## src/rtl/addimm_pkg.sv

```systemverilog
package addimm_pkg;
    localparam int WORD_W   = 32;
    localparam int XLEN     = 64;
    localparam int REG_N    = 32;
    localparam int REG_AW   = $clog2(REG_N);
    localparam int IMM_LO_W = 16;
    localparam int IMM_HI_W = 18;
    localparam int IMM_W    = IMM_LO_W + IMM_HI_W;
    localparam int OPC_W    = 6;

    localparam logic [OPC_W-1:0] OPC_ADDI = 6'd14;
    localparam logic [OPC_W-1:0] OPC_PFX  = 6'd1;

    typedef enum logic [1:0] {
        K_ADD = 2'd0,
        K_PFX = 2'd1,
        K_BAD = 2'd2
    } kind_e;

    typedef struct packed {
        kind_e                kind;
        logic [REG_AW-1:0]    rt;
        logic [REG_AW-1:0]    ra;
        logic [IMM_LO_W-1:0]  imm_lo;
        logic                 rel;
        logic [IMM_HI_W-1:0]  imm_hi;
    } dec_t;

    typedef struct packed {
        logic                 rel;
        logic [IMM_HI_W-1:0]  imm_hi;
        logic [XLEN-1:0]      addr;
    } pfx_t;

    function automatic logic [XLEN-1:0] sext_lo(input logic [IMM_LO_W-1:0] v);
        return {{(XLEN-IMM_LO_W){v[IMM_LO_W-1]}}, v};
    endfunction

    function automatic logic [XLEN-1:0] sext_full(input logic [IMM_W-1:0] v);
        return {{(XLEN-IMM_W){v[IMM_W-1]}}, v};
    endfunction
endpackage

```

## src/rtl/addimm_decode.sv

```systemverilog
module addimm_decode
    import addimm_pkg::*;
(
    input  logic [WORD_W-1:0] word,
    output dec_t              dec
);
    logic [OPC_W-1:0] opc;

    always_comb begin
        opc        = word[WORD_W-1 -: OPC_W];
        dec.rt     = word[25:21];
        dec.ra     = word[20:16];
        dec.imm_lo = word[IMM_LO_W-1:0];
        dec.rel    = word[20];
        dec.imm_hi = word[IMM_HI_W-1:0];
        if (opc == OPC_ADDI)
            dec.kind = K_ADD;
        else if (opc == OPC_PFX && word[25:24] == 2'b10 && !word[23])
            dec.kind = K_PFX;
        else
            dec.kind = K_BAD;
    end
endmodule

```

## src/rtl/addimm_prefix_hold.sv

```systemverilog
module addimm_prefix_hold
    import addimm_pkg::*;
(
    input  logic            clk,
    input  logic            rst,
    input  logic            take,
    input  dec_t            dec,
    input  logic [XLEN-1:0] addr,
    output logic            pending,
    output pfx_t            held
);
    always_ff @(posedge clk) begin
        if (rst) begin
            pending <= 1'b0;
            held    <= '0;
        end else if (take) begin
            if (!pending && dec.kind == K_PFX) begin
                pending     <= 1'b1;
                held.rel    <= dec.rel;
                held.imm_hi <= dec.imm_hi;
                held.addr   <= addr;
            end else begin
                pending <= 1'b0;
            end
        end
    end

    assert_arm_R3: assert property (@(posedge clk) disable iff (rst)
        (take && !pending && dec.kind == K_PFX) |=> pending);
    assert_consume_R6: assert property (@(posedge clk) disable iff (rst)
        (take && pending) |=> !pending);
    assert_hold_idle_R8: assert property (@(posedge clk) disable iff (rst)
        (!take && pending) |=> pending);
endmodule

```

## src/rtl/addimm_exec.sv

```systemverilog
module addimm_exec
    import addimm_pkg::*;
(
    input  logic              clk,
    input  logic              rst,
    input  logic              in_valid,
    input  logic [WORD_W-1:0] in_word,
    input  logic [XLEN-1:0]   in_addr,
    output logic [REG_AW-1:0] rf_raddr,
    input  logic [XLEN-1:0]   rf_rdata,
    output logic              out_wen,
    output logic [REG_AW-1:0] out_rd,
    output logic [XLEN-1:0]   out_result,
    output logic              out_illegal
);
    dec_t            dec;
    logic            pending;
    pfx_t            held;
    logic            go_plain, go_sfx, go_bad;
    logic [XLEN-1:0] base, imm, sum;

    addimm_decode u_dec (
        .word (in_word),
        .dec  (dec)
    );

    addimm_prefix_hold u_hold (
        .clk     (clk),
        .rst     (rst),
        .take    (in_valid),
        .dec     (dec),
        .addr    (in_addr),
        .pending (pending),
        .held    (held)
    );

    assign rf_raddr = dec.ra;

    always_comb begin
        go_plain = in_valid && !pending && dec.kind == K_ADD;
        go_sfx   = in_valid &&  pending && dec.kind == K_ADD;
        go_bad   = in_valid && (pending ? (dec.kind != K_ADD) : (dec.kind == K_BAD));
        if (go_sfx && held.rel)
            base = held.addr;
        else if (dec.ra == '0)
            base = '0;
        else
            base = rf_rdata;
        imm = go_sfx ? sext_full({held.imm_hi, dec.imm_lo}) : sext_lo(dec.imm_lo);
        sum = base + imm;
    end

    always_ff @(posedge clk) begin
        if (rst) begin
            out_wen     <= 1'b0;
            out_illegal <= 1'b0;
            out_rd      <= '0;
            out_result  <= '0;
        end else begin
            out_wen     <= go_plain || go_sfx;
            out_illegal <= go_bad;
            if (go_plain || go_sfx) begin
                out_rd     <= dec.rt;
                out_result <= sum;
            end
        end
    end

    assert_excl_R8: assert property (@(posedge clk) disable iff (rst)
        !(out_wen && out_illegal));
    assert_idle_quiet_R8: assert property (@(posedge clk) disable iff (rst)
        !in_valid |=> (!out_wen && !out_illegal));
    assert_plain_write_R1: assert property (@(posedge clk) disable iff (rst)
        (in_valid && !pending && dec.kind == K_ADD) |=> (out_wen && out_rd == $past(in_word[25:21])));
    assert_zero_base_R2: assert property (@(posedge clk) disable iff (rst)
        (in_valid && !pending && dec.kind == K_ADD && in_word[20:0] == 21'd0) |=> (out_result == '0));
    assert_bad_suffix_R6: assert property (@(posedge clk) disable iff (rst)
        (in_valid && pending && dec.kind != K_ADD) |=> (out_illegal && !out_wen));
    assert_prefix_silent_R3: assert property (@(posedge clk) disable iff (rst)
        (in_valid && !pending && dec.kind == K_PFX) |=> (!out_wen && !out_illegal));
    assert_unknown_R7: assert property (@(posedge clk) disable iff (rst)
        (in_valid && !pending && dec.kind == K_BAD) |=> out_illegal);
endmodule

```

## config.mk

```make
export PLATFORM = sky130hd
export DESIGN_NAME = addimm_exec
export DESIGN_NICKNAME = d
export VERILOG_FILES = /design/src/rtl/addimm_pkg.sv /design/src/rtl/addimm_decode.sv /design/src/rtl/addimm_prefix_hold.sv /design/src/rtl/addimm_exec.sv
export SDC_FILE = /design/constraint.sdc
export NUM_CORES = 1
export LEC_CHECK = 0
export ABC_CLOCK_PERIOD_IN_PS = 7800
export CORE_ASPECT_RATIO = 0.7
export CORE_MARGIN = 5
export CORE_UTILIZATION = 65
export CTS_CLUSTER_DIAMETER = 40
export CTS_CLUSTER_SIZE = 30
export DETAILED_ROUTE_END_ITERATION = 8
export DONT_BUFFER_PORTS = 1
export PLACE_DENSITY = 0.8
export SYNTH_ARGS = -nofsm -noshare
export SYNTH_HDL_FRONTEND = slang
export SYNTH_HIERARCHICAL = 1
export SYNTH_SLANG_ARGS = --single-unit
```

## constraint.sdc

```tcl
create_clock -name clk -period 7.8 [get_ports clk]
set_clock_uncertainty 0.05 [all_clocks]
set_input_delay 1.17 -clock clk [delete_from_list [all_inputs] [get_ports clk]]
set_output_delay 1.17 -clock clk [all_outputs]
set_load 0.005 [all_outputs]
```

==> flow_summary.json <==
{
  "synthAdderAreaFrac_pct": 7.00,
  "yosys_register_bits": 155,
  "dpl.hpwl_mm": 23.8,
  "hold_path.class": "register to register",
  "areaGrowthSynthToFinish_pct": 0.770,
  "drtIter0Drc": 1025,
  "nNetsFinal": 1622,
  "critical_path.max_fanout": 80,
  "ctsResizeCount": 0,
  "yosys.area_share.simple_pct": 25.7,
  "seq_area_frac_synth_pct": 26.9,
  "ys.flop_type": "dfxtp_1",
  "end_kind": "register",
  "cts_made_buffers": 17,
  "required_ns": 8.05,
  "cp_top_family": "simple AND/OR/NAND/NOR gates",
  "vias": 10200,
  "rows": 40,
  "hold_viol_final": 0,
  "cts.sinks": 155,
  "via_per_inst": 6.25,
  "synth_compound_area_share_pct": 21.0,
  "syn_area_per_cell_um2": 7.58,
  "slew_headroom_pct": 41.8,
  "cts_setup_buffers": 0,
  "synth-edff-count": 0,
  "rsz0062_at_grt": "no",
  "cts_htree_levels": 4,
  "startpoint_type": "input port",
  "grt_pass1_vias": 9391,
  "power.total_mw": 2.07,
  "fp.dieW_um": 169,
  "finalCriticalPeriod_ns": 6.47,
  "fillers": 1521,
  "dp_slack_ns": 1.05,
  "drc": 0,
  "leakagePower_nw": 4.45,
  "wl_mm": 32.2,
  "io_buffer_count": 0,
  "grt_overflow": 0,
  "drv_cap": 0,
  "chipHeight_um": 121,
  "path_buf_inv": 0,
  "grt_max_degree": 230,
  "grt_pass1_wl_mm": 51.4,
  "cts_root_buf": "clkbuf_16",
  "start_util_pct": 66.6,
  "worstMarginPinSlew_ns": 0.850,
  "path_clk_slew_ns": 0.07,
  "crit_arrival_ns": 6.72,
  "groute.usage.overall_pct": 31.0,
  "synth.area.mux_share_pct": 7.48,
  "clock_latency_ns": 0.44,
  "fmax_ghz": 0.154,
  "p_per_area_nw_per_um2": 178,
  "critical_path.most_common_cell": "nor2_1",
  "drv_slew": 0,
  "crit_slowest_cell": "a2111oi_0",
  "cts_tree": "built",
  "syn_nets": 1750,
  "synth_top_family_by_area": "simple AND/OR/NAND/NOR gates",
  "final_antenna_net_count": 0,
  "syn_inst": 1523,
  "synth_area_um2": 11500,
  "setup-tns-final_ns": 0,
  "setup_ws_ns": 1.33,
  "wl_per_cell_um": 19.7,
  "drt_pass1_iterations": 6,
  "cts_hold_buf": 0,
  "peakVddDrop_mv": 0.128,
  "die-area_um2": 20600,
  "core_area_um2": 17300,
  "critPathKind": "input port to register",
  "synthArstFlopShare_pct": 0,
  "netlist-cell-type-count": 69,
  "layout_worst_path_cycle_share_pct": 83.0,
  "synth_xor_area_share_pct": 3.87,
  "pin_count": 239,
  "finalWeightedCongestion": 0.994,
  "clockBufferDepth": 2,
  "cpPeakStageDelay_ns": 0.82,
  "status": "finished clean",
  "yosysWarnings": 6,
  "setup_violations": 0,
  "crit_chain": "or4_1, nor4_2, nor2_1, nor2_1, and2_4, and3_4, o21ai_0, ha_1, nand4_1, nor2_1, nand2_1, o21bai_1, a211oi_1, o21ai_0, a2111oi_0, a21boi_0, nand4_1, o211ai_1",
  "drive_gt1_share_pct": 5.54,
  "n_antenna_cell": 0,
  "grt_antenna_before_repair": 0
}
-- state kept, by name (all words and copies together), names as in the netlist --
register and cells:
out_result 64, u_hold/held 83, u_hold/pending 1, out_rd 5, out_wen 1, out_illegal 1
-- final cells by class --
cell class / instances / area, um^2 / share of cell area [%]
multi-input cells: 1193 / 7520 / 64.7
flip-flops and latches: 155 / 3100 / 26.7
clock buffers: 17 / 425 / 3.66
well taps: 231 / 289 / 2.49
clock inverters: 15 / 153 / 1.31
inverters: 19 / 71.3 / 0.613
repair buffers: 9 / 67.6 / 0.581
-- worst register-to-register path, cell delays in order (launching register included) --
cell       delay [ns]
dfxtp_1          0.89
and3_4           0.85
o21ai_0          0.34
ha_1             0.48
nand4_1          0.20
nor2_1           0.25
nand2_1          0.07
o21bai_1         0.20
a211oi_1         0.37
o21ai_0          0.21
a2111oi_0        0.82
a21boi_0         0.27
nand4_1          0.17
o211ai_1         0.11
-- cells in the mapped netlist, types with 3 or more instances --
library cell,n,area (um^2)
and3_1,9,56.3
o21a_1,11,82.6
nand4_1,27,169
or3_1,4,25.0
and2_1,4,25.0
o211ai_1,7,52.6
o21ai_0,94,470
xnor2_1,28,245
a211oi_1,8,60.1
and4_1,6,52.6
o21bai_1,9,67.6
a21oi_1,124,621
or4_1,4,30.0
mux2i_1,84,841
a21boi_0,4,30.0
buf_2,11,55.1
clkbuf_1,85,319
nand2_1,284,1070
nand3_1,12,60.1
nor2b_1,6,37.5
xor2_1,23,201
buf_8,7,105
o22ai_1,8,50.1
a31oi_1,18,113
buf_4,47,353
a211o_1,5,43.8
ha_1,63,788
a21o_1,50,375
nand2b_1,173,1080
nor3_1,14,70.1
buf_1,5,18.8
a31o_2,18,158
nor2_1,53,199
inv_1,18,67.6
o31ai_1,3,22.5
dfxtp_1,155,3100
-- metrics by stage --
step	utilization, %	std cells	hold WS [ns]	area [um^2]
5_1_grt	67.2	1639	0.444	11600
3_3_place_gp	63.8	1607	0.407	11100
6_report	67.2	1639	0.422	11600
3_5_place_dp	63.8	1607	0.410	11100
4_1_cts	67.2	1639	0.422	11600
2_1_floorplan	-	1523	0.394	11500
-- cell usage in the layout, fill, tap and decap left out, drive strengths merged, types with 3 or more instances in the layout --
| cell type | n |
|---|---|
| a31o | 18 |
| a31oi | 18 |
| buf | 9 |
| a211o | 5 |
| xor2 | 23 |
| nand2b | 173 |
| a21oi | 126 |
| ha | 63 |
| nand4 | 27 |
| and2 | 4 |
| o21bai | 9 |
| xnor2 | 28 |
| a21boi | 5 |
| clkbuf | 17 |
| nand3 | 12 |
| or3 | 4 |
| o21ai | 96 |
| nor2 | 54 |
| inv | 27 |
| o211ai | 7 |
| a221oi | 3 |
| o22ai | 8 |
| and4 | 6 |
| a211oi | 8 |
| nor4 | 3 |
| o21a | 11 |
| nor3 | 14 |
| a21o | 50 |
| or4 | 4 |
| and3 | 9 |
| clkinv | 4 |
| mux2i | 84 |
| o31ai | 5 |
| nor2b | 6 |
| nand2 | 284 |
| dfxtp | 155 |
-- power by group --
part	leakage, nW	internal [mW]	switching, mW
Sequential	1.25	0.794	0.00237
Clock	0.283	0.452	0.379
Combinational	2.92	0.174	0.265
-- final timing paths --
check	from	end	slack, ns	cells past startpoint
min reg2reg	u_hold/held[21]$_SDFFE_PP0P_	u_hold/held[21]$_SDFFE_PP0P_	0.42	2
min	u_hold/held[21]$_SDFFE_PP0P_	u_hold/held[21]$_SDFFE_PP0P_	0.42	2
max reg2reg	u_hold/pending$_SDFFE_PP0P_	out_result[61]$_SDFFE_PP0P_	2.42	13
max	in_word[31]	out_result[61]$_SDFFE_PP0P_	1.33	18
-- logic make-up (layout without fill, tap and decap cells) --
kind of cell    count (synthesis)  in the layout
flops                         155            155
simple gates                  607            607
compound gates                385            385
xor+xnor                       51             51
fa+ha+maj                      64             64
mux                            86             86
buf+inv                       175             60
-- routing by layer --
| metal | track usage, % | share of wire, % | vias to the layer above |
|---|---|---|---|
| li1 | - | - | 4963 |
| met1 | 48.5 | 49 | 4759 |
| met5 | 0 | 0 | - |
| met3 | 9.74 | 12 | 20 |
| met4 | 4.68 | 0.62 | 0 |
| met2 | 41.4 | 39 | 501 |
Power figures use the tool's default switching activity.
